`src/rtl/dps_pkg.sv`:
```
package dps_pkg;
  typedef enum logic [1:0] {
    SEL_ARRAY = 2'd0,
    SEL_PROG  = 2'd1,
    SEL_ERASE = 2'd2,
    SEL_HELD  = 2'd3
  } selMode_t;

  typedef struct packed {
    logic     load;
    logic     tgClear;
    logic     flip6;
    logic     flip2;
    selMode_t mode;
    logic     progTog2;
    logic     progBit7;
  } dpsStrobe_t;

  localparam int BIT_POLL = 7;
  localparam int BIT_TOG  = 6;
  localparam int BIT_SUSP = 2;
endpackage

```
`src/rtl/dps_ctrl.sv`:
```
module dps_ctrl
  import dps_pkg::*;
#(
  parameter int ADDR_W     = 20,
  parameter int DATA_W     = 16,
  parameter int SECT_SHIFT = 15
) (
  input  logic              clk,
  input  logic              rstN,
  input  logic              startValid,
  input  logic              startErase,
  input  logic [ADDR_W-1:0] startAddr,
  input  logic [DATA_W-1:0] startData,
  input  logic              doneStrobe,
  input  logic              suspendReq,
  input  logic              resumeReq,
  input  logic              rdStrobe,
  input  logic [ADDR_W-1:0] rdAddr,
  output dpsStrobe_t        strobe,
  output logic              busyQ,
  output logic              opEraseQ,
  output logic              planeQ,
  output logic              heldQ,
  output logic [ADDR_W-SECT_SHIFT-1:0] heldSectQ
);
  localparam int SECT_W = ADDR_W - SECT_SHIFT;

  logic [ADDR_W-1:0] opAddr;
  logic [ADDR_W-1:0] heldAddr;
  logic              opBit7;

  logic startOk, suspOk, resOk, finOk;
  logic hitBusy, hitHeld;
  logic [SECT_W-1:0] rdSect;

  assign startOk = startValid && !busyQ && !(startErase && heldQ);
  assign finOk   = doneStrobe && busyQ;
  assign suspOk  = suspendReq && busyQ && opEraseQ;
  assign resOk   = resumeReq && heldQ && !busyQ;

  assign planeQ    = opAddr[ADDR_W-1];
  assign heldSectQ = heldAddr[ADDR_W-1:SECT_SHIFT];
  assign rdSect    = rdAddr[ADDR_W-1:SECT_SHIFT];

  always_ff @(posedge clk) begin
    if (!rstN) begin
      busyQ    <= 1'b0;
      opEraseQ <= 1'b0;
      opAddr   <= '0;
      opBit7   <= 1'b0;
      heldQ    <= 1'b0;
      heldAddr <= '0;
    end else if (startOk) begin
      busyQ    <= 1'b1;
      opEraseQ <= startErase;
      opAddr   <= startAddr;
      opBit7   <= startData[BIT_POLL];
    end else if (finOk) begin
      busyQ <= 1'b0;
    end else if (suspOk) begin
      busyQ    <= 1'b0;
      heldQ    <= 1'b1;
      heldAddr <= opAddr;
    end else if (resOk) begin
      busyQ    <= 1'b1;
      opEraseQ <= 1'b1;
      opAddr   <= heldAddr;
      heldQ    <= 1'b0;
    end
  end

  // busy-plane status wins over held-sector status
  assign hitBusy = busyQ && (rdAddr[ADDR_W-1] == planeQ);
  assign hitHeld = heldQ && !hitBusy && (rdSect == heldSectQ);

  always_comb begin
    strobe          = '0;
    strobe.load     = rdStrobe;
    strobe.tgClear  = startOk || resOk;
    strobe.progTog2 = heldQ;
    strobe.progBit7 = ~opBit7;
    if (hitBusy) strobe.mode = opEraseQ ? SEL_ERASE : SEL_PROG;
    else if (hitHeld) strobe.mode = SEL_HELD;
    else strobe.mode = SEL_ARRAY;
    strobe.flip6 = rdStrobe && hitBusy;
    strobe.flip2 = rdStrobe && ((hitBusy && (opEraseQ || heldQ)) || hitHeld);
  end
endmodule

```
`src/rtl/dps_datapath.sv`:
```
module dps_datapath
  import dps_pkg::*;
#(
  parameter int DATA_W = 16
) (
  input  logic              clk,
  input  logic              rstN,
  input  dpsStrobe_t        strobe,
  input  logic [DATA_W-1:0] arrayData,
  output logic [DATA_W-1:0] rdData
);
  logic tog6, tog2;
  logic [DATA_W-1:0] muxOut;

  always_comb begin
    muxOut = arrayData;
    case (strobe.mode)
      SEL_PROG: begin
        muxOut[BIT_POLL] = strobe.progBit7;
        muxOut[BIT_TOG]  = tog6;
        muxOut[BIT_SUSP] = strobe.progTog2 ? tog2 : 1'b1;
      end
      SEL_ERASE: begin
        muxOut[BIT_POLL] = 1'b0;
        muxOut[BIT_TOG]  = tog6;
        muxOut[BIT_SUSP] = tog2;
      end
      SEL_HELD: begin
        muxOut[BIT_POLL] = 1'b1;
        muxOut[BIT_TOG]  = 1'b1;
        muxOut[BIT_SUSP] = tog2;
      end
      default: muxOut = arrayData;
    endcase
  end

  always_ff @(posedge clk) begin
    if (!rstN) begin
      tog6   <= 1'b0;
      tog2   <= 1'b0;
      rdData <= '0;
    end else begin
      if (strobe.tgClear) begin
        tog6 <= 1'b0;
        tog2 <= 1'b0;
      end else begin
        if (strobe.flip6) tog6 <= ~tog6;
        if (strobe.flip2) tog2 <= ~tog2;
      end
      if (strobe.load) rdData <= muxOut;
    end
  end
endmodule

```
`src/rtl/dual_plane_status.sv`:
```
module dual_plane_status
  import dps_pkg::*;
#(
  parameter int ADDR_W     = 20,
  parameter int DATA_W     = 16,
  parameter int SECT_SHIFT = 15
) (
  input  logic              clk,
  input  logic              rstN,
  input  logic              startValid,
  input  logic              startErase,
  input  logic [ADDR_W-1:0] startAddr,
  input  logic [DATA_W-1:0] startData,
  input  logic              doneStrobe,
  input  logic              suspendReq,
  input  logic              resumeReq,
  input  logic              rdStrobe,
  input  logic [ADDR_W-1:0] rdAddr,
  input  logic [DATA_W-1:0] arrayData,
  output logic [DATA_W-1:0] rdData,
  output logic              rbPullLow
);
  dpsStrobe_t strobe;
  logic busyQ, opEraseQ, planeQ, heldQ;
  logic [ADDR_W-SECT_SHIFT-1:0] heldSectQ;

  dps_ctrl #(.ADDR_W(ADDR_W), .DATA_W(DATA_W), .SECT_SHIFT(SECT_SHIFT)) i_ctrl (
    .clk(clk), .rstN(rstN),
    .startValid(startValid), .startErase(startErase),
    .startAddr(startAddr), .startData(startData),
    .doneStrobe(doneStrobe), .suspendReq(suspendReq), .resumeReq(resumeReq),
    .rdStrobe(rdStrobe), .rdAddr(rdAddr),
    .strobe(strobe), .busyQ(busyQ), .opEraseQ(opEraseQ), .planeQ(planeQ),
    .heldQ(heldQ), .heldSectQ(heldSectQ)
  );

  dps_datapath #(.DATA_W(DATA_W)) i_dp (
    .clk(clk), .rstN(rstN), .strobe(strobe),
    .arrayData(arrayData), .rdData(rdData)
  );

  assign rbPullLow = busyQ;
endmodule

```
`config.mk`:
```
export PLATFORM = sky130hd
export DESIGN_NAME = dual_plane_status
export DESIGN_NICKNAME = d
export VERILOG_FILES = /design/src/rtl/dps_pkg.sv /design/src/rtl/dps_ctrl.sv /design/src/rtl/dps_datapath.sv /design/src/rtl/dual_plane_status.sv
export SDC_FILE = /design/constraint.sdc
export NUM_CORES = 1
export LEC_CHECK = 0
export BUFFER_PORTS_ARGS = -buffer_cell sky130_fd_sc_hd__buf_4
export CAP_MARGIN = 20
export CORE_MARGIN = 2
export CORE_UTILIZATION = 37
export CTS_CLUSTER_SIZE = 8
export DETAILED_ROUTE_END_ITERATION = 6
export PLACE_DENSITY = 0.87
export SYNTH_ARGS = -nofsm -noshare
export SYNTH_HDL_FRONTEND = slang
export SYNTH_SLANG_ARGS = --single-unit
```
`constraint.sdc`:
```
create_clock -name clk -period 1.2 [get_ports clk]
set_input_delay 0.12 -clock clk [delete_from_list [all_inputs] [get_ports clk]]
set_output_delay 0.12 -clock clk [all_outputs]
set_load 0.02 [all_outputs]
```
==> impl_metrics.toml, run 1 <==
[yosys]
yosysWarnings = 0
syn-cell-area_mm2 = 0.00147
synth_top_area_frac = 0.437
syn_nets = 241
ys_types = 41
ys_async_sr_fraction = 0
syn_area_per_cell_um2 = 9.11
seq_area_frac_synth = 0.437
syn_inst = 161
yosys.area.top_type = "dfxtp_1"
ys.flop_type = "dfxtp_1"
yosysMostFrequentCell = "dfxtp_1"
synthTopCellsByArea = "dfxtp_1, mux2i_1, nor2_1, o21ai_0, a311oi_1"
synth_seq_cells = 32
yosys-top-cells-count = "dfxtp_1, nor2_1, mux2i_1, nand2_1, o21ai_0"
synth-edff-count = 0

[clocking]
cts_buffers = 5
cts_tree = "done"
cts-root-buf = "clkbuf_8"
cts.sinks = 32
ctsLongestPathBuffers = 2
cts-htree-levels = 2
clkLatencyLatePin_ns = 0.29
cts.clk_slew.worst_paths_ns = 0.07

[flow_run]
drv_cap = 0

[global_routing]
antenna_found_initial = 0
grt_pass1_vias = 1526
grt_pass1_wl_mm = 6.60
grt.total_usage = 0.196
grt_overflow = 0
grt_max_degree = 17

[sta]
drv_slew = 0
fin_worst_skew_ns = 0.00532
hold_viol_final = 0
period_share = 1.25
setup_ws_ns = -0.294
rsz0062_at_grt = "yes"
max_freq_mhz = 669
worstMarginPinSlew_ns = 0.276
finalCriticalPeriod_ns = 1.49
hold_ws_ns = 0.0624
setup_viol = 18
relSlewSlack = 0.814

[pwr]
power_density_mw_per_mm2 = 1110
power.leakage_nw = 1.11
combPwrFrac = 0.231
power.internal_mw = 1.99
p_switching_mw = 0.745
swShare = 0.272
pwr-share-seq = 0.423
design_power_total_mw = 2.74
ir_worst_vdd_mv = 1.07
p_clk_frac = 0.346

[placement]
place_congestion = 0.896
portBuffers = 51
dp.final_hpwl_mm = 2.75

[min_path]
hold_depth = 3
hold_start = "arrayData[5]"
hold_path_class = "in2reg"
min_to = "i_dp.rdData[5]"

[cells_and_area]
antenna_cells = 0
drive_gt1_frac = 0.542
finalNetCount = 328
syn_to_final_growth_pct = 68.9

[route]
ant_nets = 0
vias = 1533
routedWlPerCell_um = 15.0
vias_per_cell = 5.16
drc = 0
drt-total-wl_mm = 4.45
drt-initial-drc-count = 129
dr.pass1.iters = 4

[worst_setup_path]
r2r-start = "i_ctrl.heldQ"
reg2regPathDepth = 5
r2r_setup_slack_ns = -0.29
crit_path_end_kind = "flop"
r2r-end = "i_dp.tog2"
cp-start-kind = "flop"
crit_fanout = 3
worst_ep_required_time_ns = 1.36
crit_arrival_ns = 1.65
critical_path_class = "reg2reg"

[die]
start_util = 0.392
rows = 22
die_y_um = 67.0
core_mm2 = 0.00374
die_w_um = 67.0
boundaryPins = 97
die-area_mm2 = 0.00448

[status]
violations = "setup timing"
status = "finished, violations left"
## what timing repair did
action                                  4_1_cts  5_1_grt
endpoints found under the setup margin       16       19
setup buffers                                 6        4
cloned                                        1        0
pin swaps                                    23       20
gates resized for setup                      32       15
hold buffers                                  0        0
## area by class of cell
class | instances | area (um^2)
Clock buffer | 7 | 97.6
Sequential cell | 32 | 654
Tap cell | 48 | 60.1
Timing Repair Buffer | 88 | 716
Fill cell | 300 | 1270
Clock inverter | 1 | 5.00
Multi-Input combinational cell | 118 | 932
Inverter | 3 | 11.3
## worst max path at each step
stage                  from  slack (ns)  cells after the start        end
5_1_grt        i_ctrl.heldQ       -0.31                      6  i_dp.tog2
6_report       i_ctrl.heldQ       -0.29                      5  i_dp.tog2
2_1_floorplan  i_ctrl.busyQ       -0.09                      4  i_dp.tog2
3_3_place_gp   i_ctrl.heldQ       -0.19                      4  i_dp.tog2
3_5_place_dp   i_ctrl.heldQ       -0.22                      4  i_dp.tog2
4_1_cts        i_ctrl.heldQ       -0.21                      4  i_dp.tog2
## cell usage in the layout, fill, tap and decap left out, types with 2 or more instances in the layout
cell type	instances
dfxtp_2	5
nor2_4	3
clkbuf_8	5
inv_2	2
xnor2_2	4
o21ai_0	7
nand3_1	2
nand4_1	2
a311oi_1	3
a311oi_2	2
mux2i_1	18
a21oi_2	4
o21ai_4	2
a21oi_1	2
buf_12	2
o21ai_2	2
dfxtp_4	2
nor2_2	2
dfxtp_1	25
buf_4	78
nand3b_1	2
buf_6	8
nand2_1	10
nor2_1	25
o21ai_1	2
## power groups by stage
stage	clock network, mW	logic [mW]	registers (mW)
after floorplan	0	0.200	1.22
after global routing	0.992	0.675	1.17
after CTS	0.966	0.576	1.16
final	0.946	0.633	1.16
after detailed placement	0	0.493	1.18
after global placement	0	0.484	1.18
## routing by layer
layer / GRT usage / up-vias / wire length (um)
met1: 0.206 / 728 / 1790
met2: 0.373 / 58 / 2330
met5: 0 / - / 0
met4: 0.0561 / 0 / 59
li1: - / 741 / -
met3: 0.0557 / 6 / 267
## flip-flops by register name (all words and copies together), names as in the netlist
register         flops
i_ctrl.busyQ         1
i_ctrl.opEraseQ      1
i_dp.tog6            1
i_dp.tog2            1
i_ctrl.opBit7        1
i_dp.rdData         16
i_ctrl.heldAddr      5
i_ctrl.opAddr        5
i_ctrl.heldQ         1
## per-stage QoR
stage / util / setup WS [ns] / instances / instance area (um^2) / setup TNS (ns)
after floorplan: - / -0.0896 / 161 / 1490 / -0.359
after global placement: 0.556 / -0.192 / 278 / 2080 / -1.48
after detailed placement: 0.556 / -0.218 / 278 / 2080 / -1.63
after CTS: 0.636 / -0.213 / 293 / 2380 / -1.39
after global routing: 0.661 / -0.310 / 297 / 2480 / -2.90
final: 0.661 / -0.294 / 297 / 2480 / -1.99
## cells by family after synthesis
| kind of cell | count (synthesis) | share of synthesized area |
|---|---|---|
| buffers and inverters | 12 | 0.0444 |
| DFF | 32 | 0.437 |
| muxes | 18 | 0.123 |
| xor gates and xnor gates | 7 | 0.0469 |
| AOI/OAI and AO/OA | 35 | 0.166 |
| and+or+nand+nor | 57 | 0.183 |
## critical path, stage by stage, from the launching register on
cell and delay (ns):
dfxtp_2 0.34, a21bo_4 0.22, o211ai_1 0.20, buf_4 0.17, nor4b_2 0.05, or3_1 0.38
Note: power is estimated with default switching activity, not from simulation.
==> run 2, diff against run 1 <==
--- a/config.mk
+++ b/config.mk
@@ -11,7 +11,7 @@
 export CORE_UTILIZATION = 37
 export CTS_CLUSTER_SIZE = 8
 export DETAILED_ROUTE_END_ITERATION = 6
-export PLACE_DENSITY = 0.87
+export PLACE_DENSITY = 0.75
 export SYNTH_ARGS = -nofsm -noshare
 export SYNTH_HDL_FRONTEND = slang
 export SYNTH_SLANG_ARGS = --single-unit
==> impl_metrics.toml, run 2 (synthesized netlist as in run 1, its figures left out) <==
[clocking]
cts.hold.buffers_added = 0
cts-root-buf = "clkbuf_8"
ctsLongestPathBuffers = 2
cts.sinks = 32
cts_tree = "done"
cts_buffers = 5
cts-htree-levels = 2
cts.clk_slew.worst_paths_ns = 0.07
clkLatencyLatePin_ns = 0.28

[placement]
dp.cells = 280
portBuffers = 51
dp.final_hpwl_mm = 2.80
place_congestion = 0.909

[route]
drt-initial-drc-count = 34
ant_nets = 0
routedWlPerCell_um = 13.7
drt-total-wl_mm = 4.05
vias_per_cell = 5.01
dr.pass1.iters = 4
drc = 0
vias = 1477

[cells_and_area]
drive_gt1_frac = 0.514
largestRegisters = "i_dp.rdData: 16 flops, i_ctrl.heldAddr: 5 flops, i_ctrl.opAddr: 5 flops"
largest_reg_flops = 16
final_common_cell = "buf_4"
final_cell_mix = "buf_4, nor2_1, dfxtp_1"
syn_to_final_growth_pct = 63.8
largest-register = "i_dp.rdData"
antenna_cells = 0
finalNetCount = 326
final_cells = 295
num-fill-cells = 343

[sta]
drv_slew = 0
setup_viol = 11
relSlewSlack = 0.814
rsz0062_at_grt = "yes"
worstMarginPinSlew_ns = 0.278
max_freq_mhz = 725
setup-tns-final_ns = -0.792
setup_ws_ns = -0.180
period_share = 1.15
finalCriticalPeriod_ns = 1.38
fin_worst_skew_ns = 0.00579
hold_viol_final = 0

[flow_run]
drv_cap = 0

[global_routing]
grt_pass1_vias = 1441
grt_max_degree = 16
grt.total_usage = 0.191
grt_pass1_wl_mm = 6.38
grt_overflow = 0
antenna_found_initial = 0

[worst_setup_path]
worst_path_max_delay_cell = "or3_1"
r2r_setup_slack_ns = -0.18
crit_path_max_incr_delay_ns = 0.37
worst_ep_required_time_ns = 1.36
crit_fanout = 5
worst-path-buf-inv = 0
cp-start-kind = "flop"
worstPathCellList = "a21bo_4 -> o211ai_1 -> a31oi_1 -> or3_1"
cpLargestDelayFamily = "compound AO/OA/AOI/OAI gates"
crit_path_end_kind = "flop"
critical_path_class = "reg2reg"
crit_arrival_ns = 1.54

[die]
die_y_um = 67.0
rows = 22
core_mm2 = 0.00374
boundaryPins = 97
start_util = 0.392
die_w_um = 67.0
die-area_mm2 = 0.00448

[pwr]
power.leakage_nw = 1.08
design_power_total_mw = 2.54
power_density_mw_per_mm2 = 1060
ir_worst_vdd_mv = 0.680

[min_path]
hold_path_class = "in2reg"

[status]
status = "finished, violations left"
violations = "setup timing"
[run 2: cell types whose count changed in the layout (fill, tap and decap cells not counted), sizes merged]
cell / delta
buf: -2
[run 2: tightest hold or removal path: stages]
cell	delay (ns)
buf_4	0.07
mux2i_1	0.05
nor2_1	0.07
[run 2: final timing paths]
check | endpoint | startpoint | cells past startpoint
worst max register to register | i_dp.tog2 | i_ctrl.heldQ | 4
worst min-delay path | i_dp.rdData[12] | arrayData[12] | 3
worst min register to register | i_dp.rdData[7] | i_dp.rdData[7] | 1
worst max-delay path | i_dp.tog2 | i_ctrl.heldQ | 4
[run 2: power breakdown]
| group | switching, mW | leakage (nW) | internal [mW] |
|---|---|---|---|
| clock network | 0.381 | 0.0422 | 0.406 |
| registers | 0.0383 | 0.267 | 1.12 |
| logic | 0.270 | 0.767 | 0.322 |
| total | 0.689 | 1.08 | 1.85 |
[run 2: through the flow]
stage	worst slack [ns]	utilization	instance area (um^2)	hold slack [ns]
2_1_floorplan	-0.0896	-	1490	0.246
3_3_place_gp	-0.145	0.560	2100	0.353
3_5_place_dp	-0.193	0.560	2100	0.366
4_1_cts	-0.181	0.620	2320	0.0702
5_1_grt	-0.255	0.642	2400	0.0831
6_report	-0.180	0.642	2400	0.0694
[run 2: final cells by class]
cell class | count | area (um^2) | area share
clock buffers | 7 | 76.3 | 0.0318
repair buffers | 86 | 684 | 0.285
flip-flops and latches | 32 | 656 | 0.273
inverters | 3 | 11.3 | 0.00469
multi-input cells | 118 | 910 | 0.379
well taps | 48 | 60.1 | 0.0250
clock inverters | 1 | 5.00 | 0.00208
[run 2: routing by layer]
metal / global-route usage / wire [um] / vias up
met5: 0 / 0 / -
li1: - / - / 744
met2: 0.328 / 2100 / 38
met3: 0.0422 / 163 / 5
met1: 0.230 / 1740 / 690
met4: 0.0765 / 51 / 0
[run 2: repair_timing]
item,4_1_cts,5_1_grt
gates cloned,1,0
resized for setup,25,17
pin swaps,14,14
endpoints found under the setup margin,17,18
setup buffers,6,2
==> run 3, diff against run 2 <==
--- a/config.mk
+++ b/config.mk
@@ -11,7 +11,7 @@
 export CORE_UTILIZATION = 37
 export CTS_CLUSTER_SIZE = 8
 export DETAILED_ROUTE_END_ITERATION = 6
-export PLACE_DENSITY = 0.75
+export PLACE_DENSITY = 0.84
 export SYNTH_ARGS = -nofsm -noshare
 export SYNTH_HDL_FRONTEND = slang
 export SYNTH_SLANG_ARGS = --single-unit
==> impl_metrics.toml, run 3 (synthesized netlist as in run 1, its figures left out) <==
[placement]
portBuffers = 51
place_congestion = 0.885
dp.final_hpwl_mm = 2.73

[clocking]
cts_tree = "done"
cts-htree-levels = 2
cts.clk_slew.worst_paths_ns = 0.07
ctsLongestPathBuffers = 2
clkLatencyLatePin_ns = 0.29
cts-root-buf = "clkbuf_8"
cts_buffers = 5
cts.sinks = 32
cts.hold.buffers_added = 0

[min_path]
min_to = "i_dp.rdData[5]"
hold_depth = 3
hold_path_class = "in2reg"
hold_start = "arrayData[5]"

[global_routing]
grt.total_usage = 0.190
grt_pass1_wl_mm = 6.40
grt_max_degree = 16
antenna_found_initial = 0
grt_pass1_vias = 1421
grt_overflow = 0

[worst_setup_path]
crit_path_max_incr_delay_ns = 0.34
worst_path_max_delay_cell = "or3_1"
crit_arrival_ns = 1.57
cp-start-kind = "flop"
r2r-end = "i_dp.tog2"
crit_path_end_kind = "flop"
critical_path_class = "reg2reg"
reg2regPathDepth = 5
r2r-start = "i_ctrl.heldQ"
worst_ep_required_time_ns = 1.38
crit_fanout = 6
worstPathCellList = "a21bo_4 -> o211ai_1 -> buf_4 -> nor4b_2 -> or3_1"
r2r_setup_slack_ns = -0.19

[sta]
finalCriticalPeriod_ns = 1.39
period_share = 1.16
hold_viol_final = 0
hold_ws_ns = 0.0671
fin_worst_skew_ns = 0.00765
setup-tns-final_ns = -1.15
setup_viol = 15
drv_slew = 0
setup_ws_ns = -0.192
rsz0062_at_grt = "yes"
max_freq_mhz = 718
relSlewSlack = 0.804
worstMarginPinSlew_ns = 0.294

[route]
ant_nets = 0
dr.pass1.iters = 4
drc = 0
routedWlPerCell_um = 13.7
drt-initial-drc-count = 60
drt-total-wl_mm = 4.03
vias_per_cell = 5.13
vias = 1513

[die]
start_util = 0.392
die_y_um = 67.0
rows = 22
die-area_mm2 = 0.00448
core_mm2 = 0.00374
boundaryPins = 97
die_w_um = 67.0

[flow_run]
drv_cap = 0

[cells_and_area]
regArea_um2 = 654
final_cell_mix = "buf_4, nor2_1, dfxtp_1"
multi_input_area_um2 = 892
largest-register = "i_dp.rdData"
largest_reg_flops = 16
largestRegisters = "i_dp.rdData: 16 flops, i_ctrl.heldAddr: 5 flops, i_ctrl.opAddr: 5 flops"
postLayoutCoreUtil = 0.631
final_common_cell = "buf_4"
drive_gt1_frac = 0.522
num-fill-cells = 327
antenna_cells = 0
finalNetCount = 326
syn_to_final_growth_pct = 61.2

[status]
status = "finished, violations left"
violations = "setup timing"

[pwr]
ir_worst_vdd_mv = 0.909
power_density_mw_per_mm2 = 1100
power.leakage_nw = 1.07
## run 3: area by class of cell
class | count | share of cell area
clock buffers | 6 | 0.0349
well taps | 48 | 0.0254
repair buffers | 86 | 0.276
flip-flops and latches | 32 | 0.277
inverters | 3 | 0.00476
clock inverters | 2 | 0.00424
multi-input cells | 118 | 0.377
## run 3: through the flow
stage / power (mW) / setup WS [ns] / area [um^2] / cells
2_1_floorplan: 1.42 / -0.0896 / 1490 / 161
3_3_place_gp: 1.65 / -0.193 / 2070 / 278
3_5_place_dp: 1.66 / -0.227 / 2070 / 278
4_1_cts: 2.60 / -0.185 / 2320 / 294
5_1_grt: 2.73 / -0.251 / 2360 / 295
6_report: 2.60 / -0.192 / 2360 / 295
## run 3: power breakdown
group,internal (mW),switching (mW),leakage [nW]
Sequential,1.12,0.0382,0.267
Clock,0.457,0.405,0.0510
Combinational,0.312,0.265,0.756
Total,1.89,0.708,1.07
## run 3: worst max-delay path, delay by kind of cell, from the launching register on
kind	cells	cell delay, ns
compound gates	2	0.40
simple gates	2	0.39
buf+inv	1	0.15
flops	1	0.33
## run 3: what timing repair did
| item | in CTS | in global routing |
|---|---|---|
| setup buffers | 8 | 0 |
| gates resized for setup | 23 | 12 |
| setup endpoints to repair | 15 | 18 |
| hold endpoints to repair | 0 | 0 |
| pin swaps | 15 | 6 |
| cloned | 0 | 1 |
## run 3: layer usage
metal	vias up	routed length, um	global-route usage
met2	46	2010	0.316
met1	720	1740	0.232
li1	745	-	-
met4	0	31	0.0536
met3	2	251	0.0659
met5	-	0	0
## run 3: worst max-delay path by stage
stage	from	to	cells past startpoint
final	i_ctrl.heldQ	i_dp.tog2	5
after detailed placement	i_ctrl.heldQ	i_dp.tog2	4
after global routing	i_ctrl.heldAddr[15]	i_dp.tog2	4
after floorplan	i_ctrl.busyQ	i_dp.tog2	4
after global placement	i_ctrl.heldQ	i_dp.tog2	4
after CTS	i_ctrl.heldQ	i_dp.tog2	5
